[src/rtl/sps_pkg.sv]
package sps_pkg;
    localparam int unsigned NUM_UNITS       = 9;
    localparam int unsigned UNITS_PER_GROUP = 3;
    localparam int unsigned NUM_GROUPS      = NUM_UNITS / UNITS_PER_GROUP;
    localparam int unsigned NUM_PINS        = 2 * NUM_GROUPS;
    localparam int unsigned STRETCH_CYCLES  = 32;

    typedef enum logic {
        SIDE_A = 1'b0,
        SIDE_B = 1'b1
    } side_e;

    function automatic int unsigned pin_index(input int unsigned grp, input side_e side);
        return 2 * grp + ((side == SIDE_B) ? 1 : 0);
    endfunction
endpackage

[src/rtl/sps_group_merge.sv]
module sps_group_merge
    import sps_pkg::*;
#(
    parameter int unsigned UNITS = NUM_UNITS,
    parameter int unsigned PER_GROUP = UNITS_PER_GROUP,
    localparam int unsigned GROUPS = UNITS / PER_GROUP,
    localparam int unsigned PINS = 2 * GROUPS
) (
    input  logic [UNITS-1:0] trig_a_i,
    input  logic [UNITS-1:0] trig_b_i,
    output logic [PINS-1:0]  hit_o
);
    for (genvar g = 0; g < GROUPS; g++) begin : g_grp
        // Side A strobes of this group feed the even pin, side B strobes the odd pin.
        assign hit_o[pin_index(g, SIDE_A)] = |trig_a_i[g*PER_GROUP +: PER_GROUP];
        assign hit_o[pin_index(g, SIDE_B)] = |trig_b_i[g*PER_GROUP +: PER_GROUP];
    end
endmodule

[src/rtl/sps_stretch_chan.sv]
module sps_stretch_chan
    import sps_pkg::*;
#(
    parameter int unsigned WIDTH = STRETCH_CYCLES,
    localparam int unsigned CW = $clog2(WIDTH + 1)
) (
    input  logic clk,
    input  logic rst_n,
    input  logic trig_i,
    input  logic pol_i,
    output logic pin_o
);
    typedef struct packed {
        logic [CW-1:0] cnt;
        logic          pin;
    } chan_state_t;

    chan_state_t st_d, st_q;

    always_comb begin
        st_d = st_q;
        if (!rst_n) begin
            st_d.cnt = '0;
            st_d.pin = pol_i;
        end else begin
            // A strobe always reloads the full window, even when a pulse is already running.
            if (trig_i) begin
                st_d.cnt = CW'(WIDTH);
            end else if (st_q.cnt != '0) begin
                st_d.cnt = st_q.cnt - CW'(1);
            end
            st_d.pin = (st_d.cnt != '0) ^ pol_i;
        end
    end

    always_ff @(posedge clk) begin
        st_q <= st_d;
    end

    assign pin_o = st_q.pin;


    reload_chk: assert property (@(posedge clk) disable iff (!rst_n)
        trig_i |=> st_q.cnt == CW'(WIDTH));


    countdown_chk: assert property (@(posedge clk) disable iff (!rst_n)
        (!trig_i && st_q.cnt != '0) |=> st_q.cnt == $past(st_q.cnt) - CW'(1));


    idle_hold_chk: assert property (@(posedge clk) disable iff (!rst_n)
        (!trig_i && st_q.cnt == '0) |=> st_q.cnt == '0);
endmodule

[src/rtl/sps_trigger_stretcher.sv]
module sps_trigger_stretcher
    import sps_pkg::*;
#(
    parameter int unsigned UNITS = NUM_UNITS,
    parameter int unsigned PER_GROUP = UNITS_PER_GROUP,
    parameter int unsigned WIDTH = STRETCH_CYCLES,
    localparam int unsigned GROUPS = UNITS / PER_GROUP,
    localparam int unsigned PINS = 2 * GROUPS
) (
    input  logic             clk,
    input  logic             rst_n,
    input  logic [UNITS-1:0] trig_a_i,
    input  logic [UNITS-1:0] trig_b_i,
    input  logic [PINS-1:0]  pol_i,
    output logic [PINS-1:0]  trig_out_o
);
    logic [PINS-1:0] hit;

    sps_group_merge #(
        .UNITS     (UNITS),
        .PER_GROUP (PER_GROUP)
    ) i_merge (
        .trig_a_i (trig_a_i),
        .trig_b_i (trig_b_i),
        .hit_o    (hit)
    );

    for (genvar k = 0; k < PINS; k++) begin : g_chan
        sps_stretch_chan #(
            .WIDTH (WIDTH)
        ) i_chan (
            .clk    (clk),
            .rst_n  (rst_n),
            .trig_i (hit[k]),
            .pol_i  (pol_i[k]),
            .pin_o  (trig_out_o[k])
        );
    end

    for (genvar g = 0; g < GROUPS; g++) begin : g_grp_chk

        group_a_hit_chk: assert property (@(posedge clk) disable iff (!rst_n)
            (|trig_a_i[g*PER_GROUP +: PER_GROUP]) |=> trig_out_o[2*g] != $past(pol_i[2*g]));

        group_b_hit_chk: assert property (@(posedge clk) disable iff (!rst_n)
            (|trig_b_i[g*PER_GROUP +: PER_GROUP]) |=> trig_out_o[2*g+1] != $past(pol_i[2*g+1]));
    end


    reset_idle_chk: assert property (@(posedge clk)
        !rst_n |=> trig_out_o == $past(pol_i));
endmodule

[config.mk]
export PLATFORM = sky130hd
export DESIGN_NAME = sps_trigger_stretcher
export DESIGN_NICKNAME = d
export VERILOG_FILES = /design/src/rtl/sps_pkg.sv /design/src/rtl/sps_group_merge.sv /design/src/rtl/sps_stretch_chan.sv /design/src/rtl/sps_trigger_stretcher.sv
export SDC_FILE = /design/constraint.sdc
export NUM_CORES = 1
export LEC_CHECK = 0
export BUFFER_PORTS_ARGS = -buffer_cell sky130_fd_sc_hd__buf_2
export CAP_MARGIN = 20
export CORE_MARGIN = 3
export CORE_UTILIZATION = 40
export DETAILED_ROUTE_END_ITERATION = 10
export GPL_ROUTABILITY_DRIVEN = 1
export PLACE_DENSITY_LB_ADDON = 0.1
export SLEW_MARGIN = 20
export SYNTH_ARGS = -nofsm -noshare
export SYNTH_HDL_FRONTEND = slang
export SYNTH_SLANG_ARGS = --single-unit
[constraint.sdc]
create_clock -name clk -period 1.66 [get_ports clk]
set_clock_uncertainty 0.2 [all_clocks]
set_input_delay 0.332 -clock clk [delete_from_list [all_inputs] [get_ports clk]]
set_output_delay 0.332 -clock clk [all_outputs]
set_load 0.01 [all_outputs]
Word level (Yosys, flattened, before mapping)
Cells that the tools add are included.
{"block": "word_totals", "output_inout_bits": 6, "ff_bits": 42, "inputBits": 26, "mem_bits_rw": 0, "latchBits": 0, "wordCells": 66, "n_memories": 0, "romBits": 0}
{"block": "op_classes", "bitwise": 6, "magnitude_cmp": 0, "reduce_logical": 18, "div_mod_pow": 0, "muxes": 24, "n_mul": 0, "shifts": 0, "eq_ne": 0, "add_sub_neg": 6}
{"op": "6-bit two-way mux", "count": 18}
{"op": "6-bit nonzero test", "count": 12}
{"op": "6-bit by 1-bit subtractor with 6-bit output, second input constant", "count": 6}
{"op": "3-bit OR reduction", "count": 6}
{"op": "1-bit two-way mux", "count": 6}
{"op": "1-bit bitwise XOR", "count": 6}

Depth between registers and ports, before layout
Gate-level depths: netlist (run 1).
{"block": "depth", "depth_word": 7, "ltp_mapped": 7, "ltp_nobuf": 7}

Modules after synthesis
From an unflattened synthesis (run 1), not the netlist that was laid out.
{"block": "unflattened", "hier_cells": 324, "hier_area_um2": 2695.1}
{"module": "sps_stretch_chan", "instances": 6, "cells_each": 53, "area_each_um2": 442.9, "seq_area_each_um2": 140.1}
{"module": "sps_group_merge", "instances": 1, "cells_each": 6, "area_each_um2": 37.5, "seq_area_each_um2": 0.0}

Worst setup path before layout (run 1)
Ideal clock, no wire load.
{"block": "synth_timing", "path_type": "register to register", "from": "reg g_chan[3].i_chan.st_q[1] (netlist bit)", "to": "reg g_chan[3].i_chan.st_q, in the netlist g_chan[3].i_chan.pin_o", "setup_ns": 0.072, "path_stages_with_launch": 8, "setup_slack_ns": -0.154, "required_ns": 1.388, "arrival_ns": 1.542, "synth_period_minus_slack_ns": 1.814, "path_buffers": 0, "path_cell_list": "dfxtp_1 > inv_1 > ha_1 > nor4b_4 > nand2b_2 > mux2_4 > o221ai_2 > xor2_1"}
{"item": "from (decl)", "line": "sps_stretch_chan.sv:18", "rtl": "chan_state_t st_d, st_q;"}
{"item": "from (signal assigned)", "line": "sps_stretch_chan.sv:37", "rtl": "st_q <= st_d;"}

==> flow_metrics.py, run 1 <==
metrics = {
    "synth": {
        "post_synth_instance_area_um2": 2230,
        "synth.distinct_cells": 43,
        "synth_async_sr_flop_share_pct": 0,
        "ys_seq_area_share_pct": 37.7,
        "synth-edff-count": 0,
        "synthCells": 261,
        "ys.warnings.count": 0,
        "syn_avg_cell_area_um2": 8.54,
        "ys_ff_latch": 42,
        "ys.flop_type": "dfxtp_1",
        "synth_nets": 299,
    },
    "cts": {
        "cts-root-buf": "clkbuf_8",
        "path_clk_slew_ns": 0.08,
        "htree_levels": 2,
        "cts_tree": "done",
        "clk_latency_ns": 0.29,
        "cts.sinks": 42,
        "cts_made_buffers": 5,
        "cts_buffer_depth": 2,
    },
    "setup_path": {
        "start_kind": "flop",
        "cp.depth": 7,
        "ff2ff_setup_slack_ns": -0.06,
        "worstPathCellList": "inv_2 > ha_4 > nor4b_4 > nand2b_2 > mux2_4 > o221ai_2 > xor2_1",
        "cp_num_buf_inv": 1,
        "critPathSlowestCell": "dfxtp_2",
        "endpoint_kind": "flop",
        "rr_worst_depth": 7,
        "rr_startpoint": "g_chan[3].i_chan.st_q[2]$_SDFF_PN0_",
        "slowest_delay_ns": 0.33,
        "cp_data_arrival_time_ns": 1.74,
        "critical_path_class": "reg -> reg",
        "crit_fanout": 3,
        "required_ns": 1.68,
        "r2r-end": "g_chan[3].i_chan.pin_o$_DFF_P_",
        "critical_path.top_delay_family": "flip-flops",
    },
    "finish": {
        "area_growth_pct": 39.6,
        "diodes": 0,
        "drive_above_1_share_pct": 42.6,
        "final_common_cell": "buf_4",
        "multi_input_area_um2": 1460,
        "nets": 382,
        "seqCellArea_um2": 857,
        "fin_util_pct": 59.4,
        "nFillCells": 463,
        "final_cell_mix": "52 x buf_4, 37 x nor2_1, 31 x dfxtp_1, 31 x buf_2, 19 x xnor2_1",
    },
    "sta": {
        "period_share_pct": 104,
        "slew_headroom_pct": 77.8,
        "tightest_slew_ns": 0.333,
        "max_freq_mhz": 582,
        "slew_violations": 0,
        "rsz0062_at_grt": "true",
        "period_minus_slack_ns": 1.72,
        "fin_ws_ns": -0.0591,
        "finalSetupViolations": 2,
        "whs_ns": 0.0184,
        "final_hold_viol_count": 0,
    },
    "pwr": {
        "power_density_nw_per_um2": 699,
        "vdd_drop_max_mv": 0.436,
        "switching_share_pct": 25.8,
        "combPwrFrac_pct": 19.7,
        "power_frac_seq_pct": 49.7,
        "p_leak_nw": 1.37,
        "clkPwrFrac_pct": 30.7,
        "p_sw_mw": 0.561,
        "intPower_mw": 1.61,
    },
    "global_route": {
        "grt_pass1_vias": 1998,
        "grt_pass1_wl_um": 8570,
        "grt-ovfl-total": 0,
        "antenna_found_initial": 0,
        "grt_max_degree": 16,
        "gr-usage-all-layers_pct": 16.4,
    },
    "outcome": {
        "outcome": "finished, violations left",
        "violations": "setup timing",
    },
    "drt": {
        "wl_per_cell_um": 12.0,
        "firstDrtPassIters": 4,
        "ant_nets": 0,
        "drt_iter0_markers": 52,
        "via_count": 2044,
        "wirelength_um": 4980,
        "post-route-drc-count": 0,
        "viasPerCell": 4.93,
    },
    "worst_hold_path": {
        "hold_end": "g_chan[3].i_chan.pin_o$_DFF_P_",
        "hold_class": "in -> reg",
        "whs_path_depth": 2,
        "min_from": "pol_i[3]",
    },
    "floorplanning": {
        "io_pins": 32,
        "die_y_um": 80.6,
        "dieArea_um2": 6500,
        "core-area_um2": 5240,
        "rows": 26,
        "start_util_pct": 42.5,
        "die_x_um": 80.6,
    },
    "run": {
        "drv_cap": 0,
    },
    "place": {
        "routabilityCongestion": 0.794,
        "portBuffers": 31,
        "hpwl_um": 3590,
    },
}
[routing by layer]
layer	wire length [µm]	global-route usage [%]	up-vias
met5	0	0	-
met4	47	5.24	0
met3	146	3.14	6
met2	2360	27.0	31
met1	2420	21.6	928
li1	-	-	1079
[repair_timing]
item                                    4_1_cts  5_1_grt
hold buffers                                  0        0
gates resized for setup                      10       33
pin swaps                                     8       14
setup buffers                                 2        3
endpoints found under the setup margin        5       19
[power groups by stage]
stage                     Clock [mW]  Sequential (mW)  Combinational [mW]
final                          0.667             1.08               0.428
after global routing           0.729             1.09               0.478
after CTS                      0.700             1.08               0.402
after detailed placement           0             1.10               0.393
after global placement             0             1.10               0.390
after floorplan                    0             1.10               0.254
[logic make-up (layout without fill, tap and decap cells)]
| logic type | count (synthesis) | count (layout) | share of synthesized area, % |
|---|---|---|---|
| buf+inv | 22 | 106 | 5.17 |
| flops | 42 | 42 | 37.7 |
| compound gates | 45 | 45 | 13.0 |
| fa+ha+maj | 12 | 12 | 6.74 |
| xor+xnor | 26 | 26 | 10.2 |
| mux | 3 | 3 | 1.57 |
| simple gates | 111 | 111 | 25.5 |
[synth_stat cells, types with 2 or more instances]
cell type,instances,area [µm²]
a211oi_1,4,30.0
ha_1,12,150
dfxtp_1,42,841
mux2i_1,2,20.0
and3_1,2,12.5
nand2b_1,3,18.8
nor3_1,10,50.1
nor3b_1,2,15.0
nand4_1,3,18.8
a21oi_1,11,55.1
o21ai_1,3,15.0
or4_1,6,45.0
inv_1,13,48.8
and2_1,2,12.5
nand3_1,13,65.1
nand2_1,16,60.1
a31oi_1,6,37.5
xor2_1,7,61.3
o31ai_1,8,60.1
xnor2_1,19,166
buf_4,6,45.0
nor2_1,40,150
o21ai_0,7,35.0
nor4_1,5,31.3
[worst max path at each step]
stage / from / end / slack [ns]
finish: g_chan[3].i_chan.st_q[2]$_SDFF_PN0_ / g_chan[3].i_chan.pin_o$_DFF_P_ / -0.06
global route: g_chan[3].i_chan.st_q[2]$_SDFF_PN0_ / g_chan[3].i_chan.pin_o$_DFF_P_ / -0.14
CTS: g_chan[3].i_chan.st_q[2]$_SDFF_PN0_ / g_chan[3].i_chan.pin_o$_DFF_P_ / -0.07
detailed placement: g_chan[5].i_chan.st_q[1]$_SDFF_PN0_ / g_chan[5].i_chan.pin_o$_DFF_P_ / -0.07
global placement: trig_b_i[4] / g_chan[3].i_chan.pin_o$_DFF_P_ / -0.04
floorplan: g_chan[3].i_chan.st_q[2]$_SDFF_PN0_ / g_chan[3].i_chan.pin_o$_DFF_P_ / -0.05
[metrics by stage]
| stage | worst slack, ns | TNS (ns) | power [mW] | cell area, µm² | instances |
|---|---|---|---|---|---|
| finish | -0.0591 | -0.0662 | 2.18 | 3110 | 415 |
| global route | -0.138 | -0.497 | 2.29 | 3110 | 415 |
| CTS | -0.0711 | -0.121 | 2.18 | 2960 | 412 |
| detailed placement | -0.0707 | -0.231 | 1.49 | 2810 | 402 |
| global placement | -0.0418 | -0.141 | 1.49 | 2810 | 402 |
| floorplan | -0.0538 | -0.0538 | 1.35 | 2270 | 261 |
[registers in the layout (all words and copies together) (netlist names)]
signal	count
g_chan.i_chan.st_q	36
g_chan.i_chan.pin_o	6
[final cells by class]
| cell class | instances | share of cell area [%] |
|---|---|---|
| multi-input combinational | 197 | 47.0 |
| sequential | 42 | 27.6 |
| timing repair buffer | 84 | 17.9 |
| tap | 70 | 2.82 |
| clock buffer | 7 | 2.78 |
| inverter | 14 | 1.77 |
| clock inverter | 1 | 0.161 |
Note: power is estimated with default switching activity, not from simulation.
==> run 2, diff against run 1 <==
--- a/config.mk
+++ b/config.mk
@@ -9,6 +9,7 @@
 export CAP_MARGIN = 20
 export CORE_MARGIN = 3
 export CORE_UTILIZATION = 40
+export CTS_BUF_LIST = sky130_fd_sc_hd__clkbuf_16
 export DETAILED_ROUTE_END_ITERATION = 10
 export GPL_ROUTABILITY_DRIVEN = 1
 export PLACE_DENSITY_LB_ADDON = 0.1
==> flow_metrics.py, run 2 (same netlist as run 1, synthesis figures left out) <==
metrics = {
    "floorplanning": {
        "start_util_pct": 42.5,
        "die_y_um": 80.6,
        "die_x_um": 80.6,
        "io_pins": 32,
        "core-area_um2": 5240,
        "dieArea_um2": 6500,
        "rows": 26,
    },
    "worst_hold_path": {
        "min_from": "pol_i[4]",
        "hold_class": "in -> reg",
    },
    "cts": {
        "holdBufCountCts": 0,
        "cts_tree": "done",
        "cts-root-buf": "clkbuf_16",
        "cts_made_buffers": 5,
        "htree_levels": 2,
        "clk_latency_ns": 0.28,
        "path_clk_slew_ns": 0.06,
        "cts_buffer_depth": 2,
        "cts.sinks": 42,
    },
    "setup_path": {
        "critical_path_class": "reg -> reg",
        "critPathSlowestCell": "dfxtp_2",
        "worstPathCellList": "inv_2 > ha_4 > nor4b_4 > nand2b_2 > mux2_4 > o221ai_2 > xor2_1",
        "rr_startpoint": "g_chan[3].i_chan.st_q[2]$_SDFF_PN0_",
        "crit_fanout": 3,
        "start_kind": "flop",
        "r2r-end": "g_chan[3].i_chan.pin_o$_DFF_P_",
        "ff2ff_setup_slack_ns": -0.05,
        "endpoint_kind": "flop",
        "cp_data_arrival_time_ns": 1.72,
        "crit_start": "g_chan[3].i_chan.st_q[2]$_SDFF_PN0_",
        "required_ns": 1.67,
        "endpoint": "g_chan[3].i_chan.pin_o$_DFF_P_",
        "slowest_delay_ns": 0.32,
        "rr_worst_depth": 7,
    },
    "sta": {
        "slew_headroom_pct": 78.4,
        "period_share_pct": 103,
        "final_hold_viol_count": 0,
        "slew_violations": 0,
        "finalSetupViolations": 2,
        "whs_ns": 0.0334,
        "period_minus_slack_ns": 1.71,
        "tightest_slew_ns": 0.325,
        "fin_ws_ns": -0.0538,
        "rsz0062_at_grt": "true",
        "finalSetupTns_ns": -0.0790,
        "max_freq_mhz": 583,
    },
    "drt": {
        "ant_nets": 0,
        "wl_per_cell_um": 11.9,
        "via_count": 2037,
        "drt_iter0_markers": 54,
        "viasPerCell": 4.93,
        "wirelength_um": 4930,
        "firstDrtPassIters": 4,
        "post-route-drc-count": 0,
    },
    "outcome": {
        "violations": "setup timing",
        "outcome": "finished, violations left",
    },
    "finish": {
        "area_growth_pct": 40.3,
        "final_cell_mix": "50 x buf_4, 37 x nor2_1, 33 x dfxtp_1",
        "largest_reg_flops": 36,
        "nets": 380,
        "largest_register": "g_chan.i_chan.st_q",
        "fin_util_pct": 59.7,
        "diodes": 0,
        "final_common_cell": "buf_4",
        "drive_above_1_share_pct": 39.7,
    },
    "place": {
        "portBuffers": 31,
        "routabilityCongestion": 0.794,
        "hpwl_um": 3590,
    },
    "pwr": {
        "p_leak_nw": 1.39,
        "vdd_drop_max_mv": 0.453,
        "power_density_nw_per_um2": 770,
        "total_power_mw": 2.41,
    },
    "global_route": {
        "antenna_found_initial": 0,
        "grt_pass1_wl_um": 8500,
        "grt-ovfl-total": 0,
        "grt_pass1_vias": 2000,
        "grt_max_degree": 16,
        "gr-usage-all-layers_pct": 16.5,
    },
    "run": {
        "drv_cap": 0,
    },
}
run 2: through the flow:
| stage | setup slack, ns | instance area (µm²) | std cells |
|---|---|---|---|
| finish | -0.0538 | 3130 | 413 |
| global route | -0.134 | 3130 | 413 |
| CTS | -0.0685 | 3010 | 412 |
| detailed placement | -0.0707 | 2810 | 402 |
| global placement | -0.0418 | 2810 | 402 |
| floorplan | -0.0538 | 2270 | 261 |
run 2: final cells by class:
class                   instances  area (µm²)
flip-flops and latches         42         855
clock buffers                   5         125
inverters                      14        55.1
well taps                      70        87.6
multi-input cells             197        1450
repair buffers                 82         542
clock inverters                 3        12.5
fillers                       448        2110
run 2: where the power goes:
| part | internal, mW | switching [mW] | total [mW] |
|---|---|---|---|
| Combinational | 0.226 | 0.197 | 0.423 |
| Clock | 0.543 | 0.361 | 0.904 |
| Sequential | 1.05 | 0.0304 | 1.08 |
| Total | 1.82 | 0.588 | 2.41 |
run 2: what timing repair did:
item	4_1_cts	5_1_grt
setup endpoints to repair	5	19
pin swaps	9	10
resized for setup	11	25
buffers inserted	2	1
endpoints found under the hold margin	0	0
run 2: routing by layer:
metal,vias up,track usage (%),part of all wire [%]
met5,-,0,0
met4,0,6.25,1.4
met3,7,2.80,3.2
met2,32,27.1,48
met1,916,21.5,48
li1,1082,-,-
run 2: how the worst min path moves through the flow:
| stage | end | slack [ns] | cells after the start |
|---|---|---|---|
| detailed placement | g_chan[4].i_chan.st_q[6]$_SDFF_PN0_ | 0.30 | 2 |
| global placement | g_chan[1].i_chan.st_q[4]$_SDFF_PN0_ | 0.29 | 2 |
| finish | g_chan[4].i_chan.pin_o$_DFF_P_ | 0.03 | 2 |
| global route | g_chan[3].i_chan.pin_o$_DFF_P_ | 0.04 | 2 |
| CTS | g_chan[3].i_chan.pin_o$_DFF_P_ | 0.03 | 2 |
| floorplan | g_chan[3].i_chan.pin_o$_DFF_P_ | 0.22 | 1 |
run 2: worst max-delay path: cells and delay by family, from the launching register on:
kind	cells	cell delay, ns
DFF	1	0.32
adders and majority gates	1	0.13
muxes	1	0.31
buffers and inverters	1	0.08
and+or+nand+nor	2	0.32
AOI/OAI and AO/OA	1	0.14
xor gates and xnor gates	1	0.14
==> run 3, diff against run 2 <==
--- a/config.mk
+++ b/config.mk
@@ -8,12 +8,14 @@
 export BUFFER_PORTS_ARGS = -buffer_cell sky130_fd_sc_hd__buf_2
 export CAP_MARGIN = 20
 export CORE_MARGIN = 3
-export CORE_UTILIZATION = 40
+export CORE_UTILIZATION = 51
 export CTS_BUF_LIST = sky130_fd_sc_hd__clkbuf_16
 export DETAILED_ROUTE_END_ITERATION = 10
 export GPL_ROUTABILITY_DRIVEN = 1
 export PLACE_DENSITY_LB_ADDON = 0.1
+export REMOVE_ABC_BUFFERS = 1
 export SLEW_MARGIN = 20
 export SYNTH_ARGS = -nofsm -noshare
 export SYNTH_HDL_FRONTEND = slang
 export SYNTH_SLANG_ARGS = --single-unit
+export TNS_END_PERCENT = 10
==> flow_metrics.py, run 3 (same netlist as run 1, synthesis figures left out) <==
metrics = {
    "drt": {
        "firstDrtPassIters": 4,
        "ant_nets": 0,
        "viasPerCell": 5.29,
        "drt_iter0_markers": 106,
        "via_count": 2070,
        "wl_per_cell_um": 12.3,
        "wirelength_um": 4820,
        "post-route-drc-count": 0,
    },
    "finish": {
        "diodes": 0,
        "largest_register": "g_chan.i_chan.st_q",
        "nets": 378,
        "final_cell_mix": "49 x buf_4, 38 x nor2_1, 36 x dfxtp_1",
        "final_common_cell": "buf_4",
        "largest_reg_flops": 36,
        "drive_above_1_share_pct": 37.0,
        "area_growth_pct": 36.9,
    },
    "sta": {
        "finalSetupTns_ns": -0.149,
        "tightest_slew_ns": 0.374,
        "fin_ws_ns": -0.0646,
        "rsz0062_at_grt": "true",
        "period_minus_slack_ns": 1.72,
        "slew_headroom_pct": 74.9,
        "slew_violations": 0,
        "max_freq_mhz": 580,
        "period_share_pct": 104,
        "finalSetupViolations": 3,
        "final_hold_viol_count": 0,
    },
    "cts": {
        "path_clk_slew_ns": 0.06,
        "htree_levels": 2,
        "cts_buffer_depth": 2,
        "cts_tree": "done",
        "cts-root-buf": "clkbuf_16",
        "clk_latency_ns": 0.28,
        "cts_made_buffers": 5,
        "cts.sinks": 42,
        "holdBufCountCts": 0,
    },
    "floorplanning": {
        "start_util_pct": 54.2,
        "io_pins": 32,
        "die_x_um": 72.1,
        "die_y_um": 72.1,
        "core-area_um2": 4120,
        "rows": 23,
        "dieArea_um2": 5200,
    },
    "global_route": {
        "grt_max_degree": 15,
        "antenna_found_initial": 0,
        "gr-usage-all-layers_pct": 18.8,
        "grt_pass1_wl_um": 7850,
        "grt-ovfl-total": 0,
        "grt_pass1_vias": 1865,
    },
    "setup_path": {
        "crit_fanout": 2,
        "critical_path_class": "reg -> reg",
        "endpoint_kind": "flop",
        "start_kind": "flop",
        "required_ns": 1.63,
        "cp_data_arrival_time_ns": 1.69,
    },
    "pwr": {
        "p_leak_nw": 1.37,
        "vdd_drop_max_mv": 0.642,
        "power_density_nw_per_um2": 788,
        "total_power_mw": 2.40,
    },
    "place": {
        "portBuffers": 31,
        "hpwl_um": 3580,
        "routabilityCongestion": 0.824,
    },
    "worst_hold_path": {
        "hold_class": "in -> reg",
    },
    "outcome": {
        "violations": "setup timing",
        "outcome": "finished, violations left",
    },
    "run": {
        "drv_cap": 0,
    },
}
run 3: stage by stage:
stage	instance area, µm²	worst slack (ns)	hold slack (ns)	util [%]	std cells
after global placement	2740	-0.118	0.295	66.7	382
after global routing	3050	-0.144	0.0324	74.1	391
final	3050	-0.0646	0.0366	74.1	391
after floorplan	2170	-0.154	0.229	-	253
after CTS	2950	-0.0717	0.0315	71.7	391
after detailed placement	2740	-0.191	0.295	66.7	382
run 3: power by group:
part | internal [mW] | switching [mW] | total, mW | leakage, nW
Clock | 0.543 | 0.363 | 0.906 | 0.0724
Sequential | 1.05 | 0.0291 | 1.08 | 0.347
Combinational | 0.220 | 0.196 | 0.416 | 0.951
run 3: final cells by class:
| cell class | count | area [µm²] |
|---|---|---|
| clock inverter | 3 | 12.5 |
| fill | 288 | 1060 |
| inverter | 14 | 52.6 |
| tap | 50 | 62.6 |
| multi-input combinational | 197 | 1430 |
| timing repair buffer | 80 | 523 |
| sequential | 42 | 848 |
| clock buffer | 5 | 125 |
run 3: critical path, stage by stage (launching register included):
cell and delay (ns):
dfxtp_2 0.32, inv_1 0.05, ha_1 0.30, nor4bb_4 0.16, a32o_1 0.26, a21oi_1 0.11, o21ai_1 0.08, xnor2_1 0.12
run 3: routing by layer:
| metal | share of wire, % | vias up | global-route usage, % |
|---|---|---|---|
| met5 | 0 | - | 0 |
| met4 | 1.6 | 0 | 7.10 |
| met3 | 3.3 | 8 | 4.57 |
| met2 | 49 | 30 | 30.9 |
| met1 | 47 | 950 | 23.8 |
| li1 | - | 1082 | - |
run 3: final timing paths:
check | start | endpoint | slack (ns) | cells past startpoint
setup / recovery | g_chan[0].i_chan.st_q[2]$_SDFF_PN0_ | g_chan[0].i_chan.pin_o$_DFF_P_ | -0.06 | 7
hold / removal | pol_i[3] | g_chan[3].i_chan.pin_o$_DFF_P_ | 0.04 | 2
setup reg to reg | g_chan[0].i_chan.st_q[2]$_SDFF_PN0_ | g_chan[0].i_chan.pin_o$_DFF_P_ | -0.06 | 7
hold reg to reg | g_chan[1].i_chan.st_q[6]$_SDFF_PN0_ | g_chan[1].i_chan.st_q[6]$_SDFF_PN0_ | 0.32 | 2
run 3: timing repair:
action | CTS | global route
setup endpoints to repair | 5 | 21
resized for setup | 19 | 21
buffers inserted | 1 | 0
pin swaps | 9 | 3
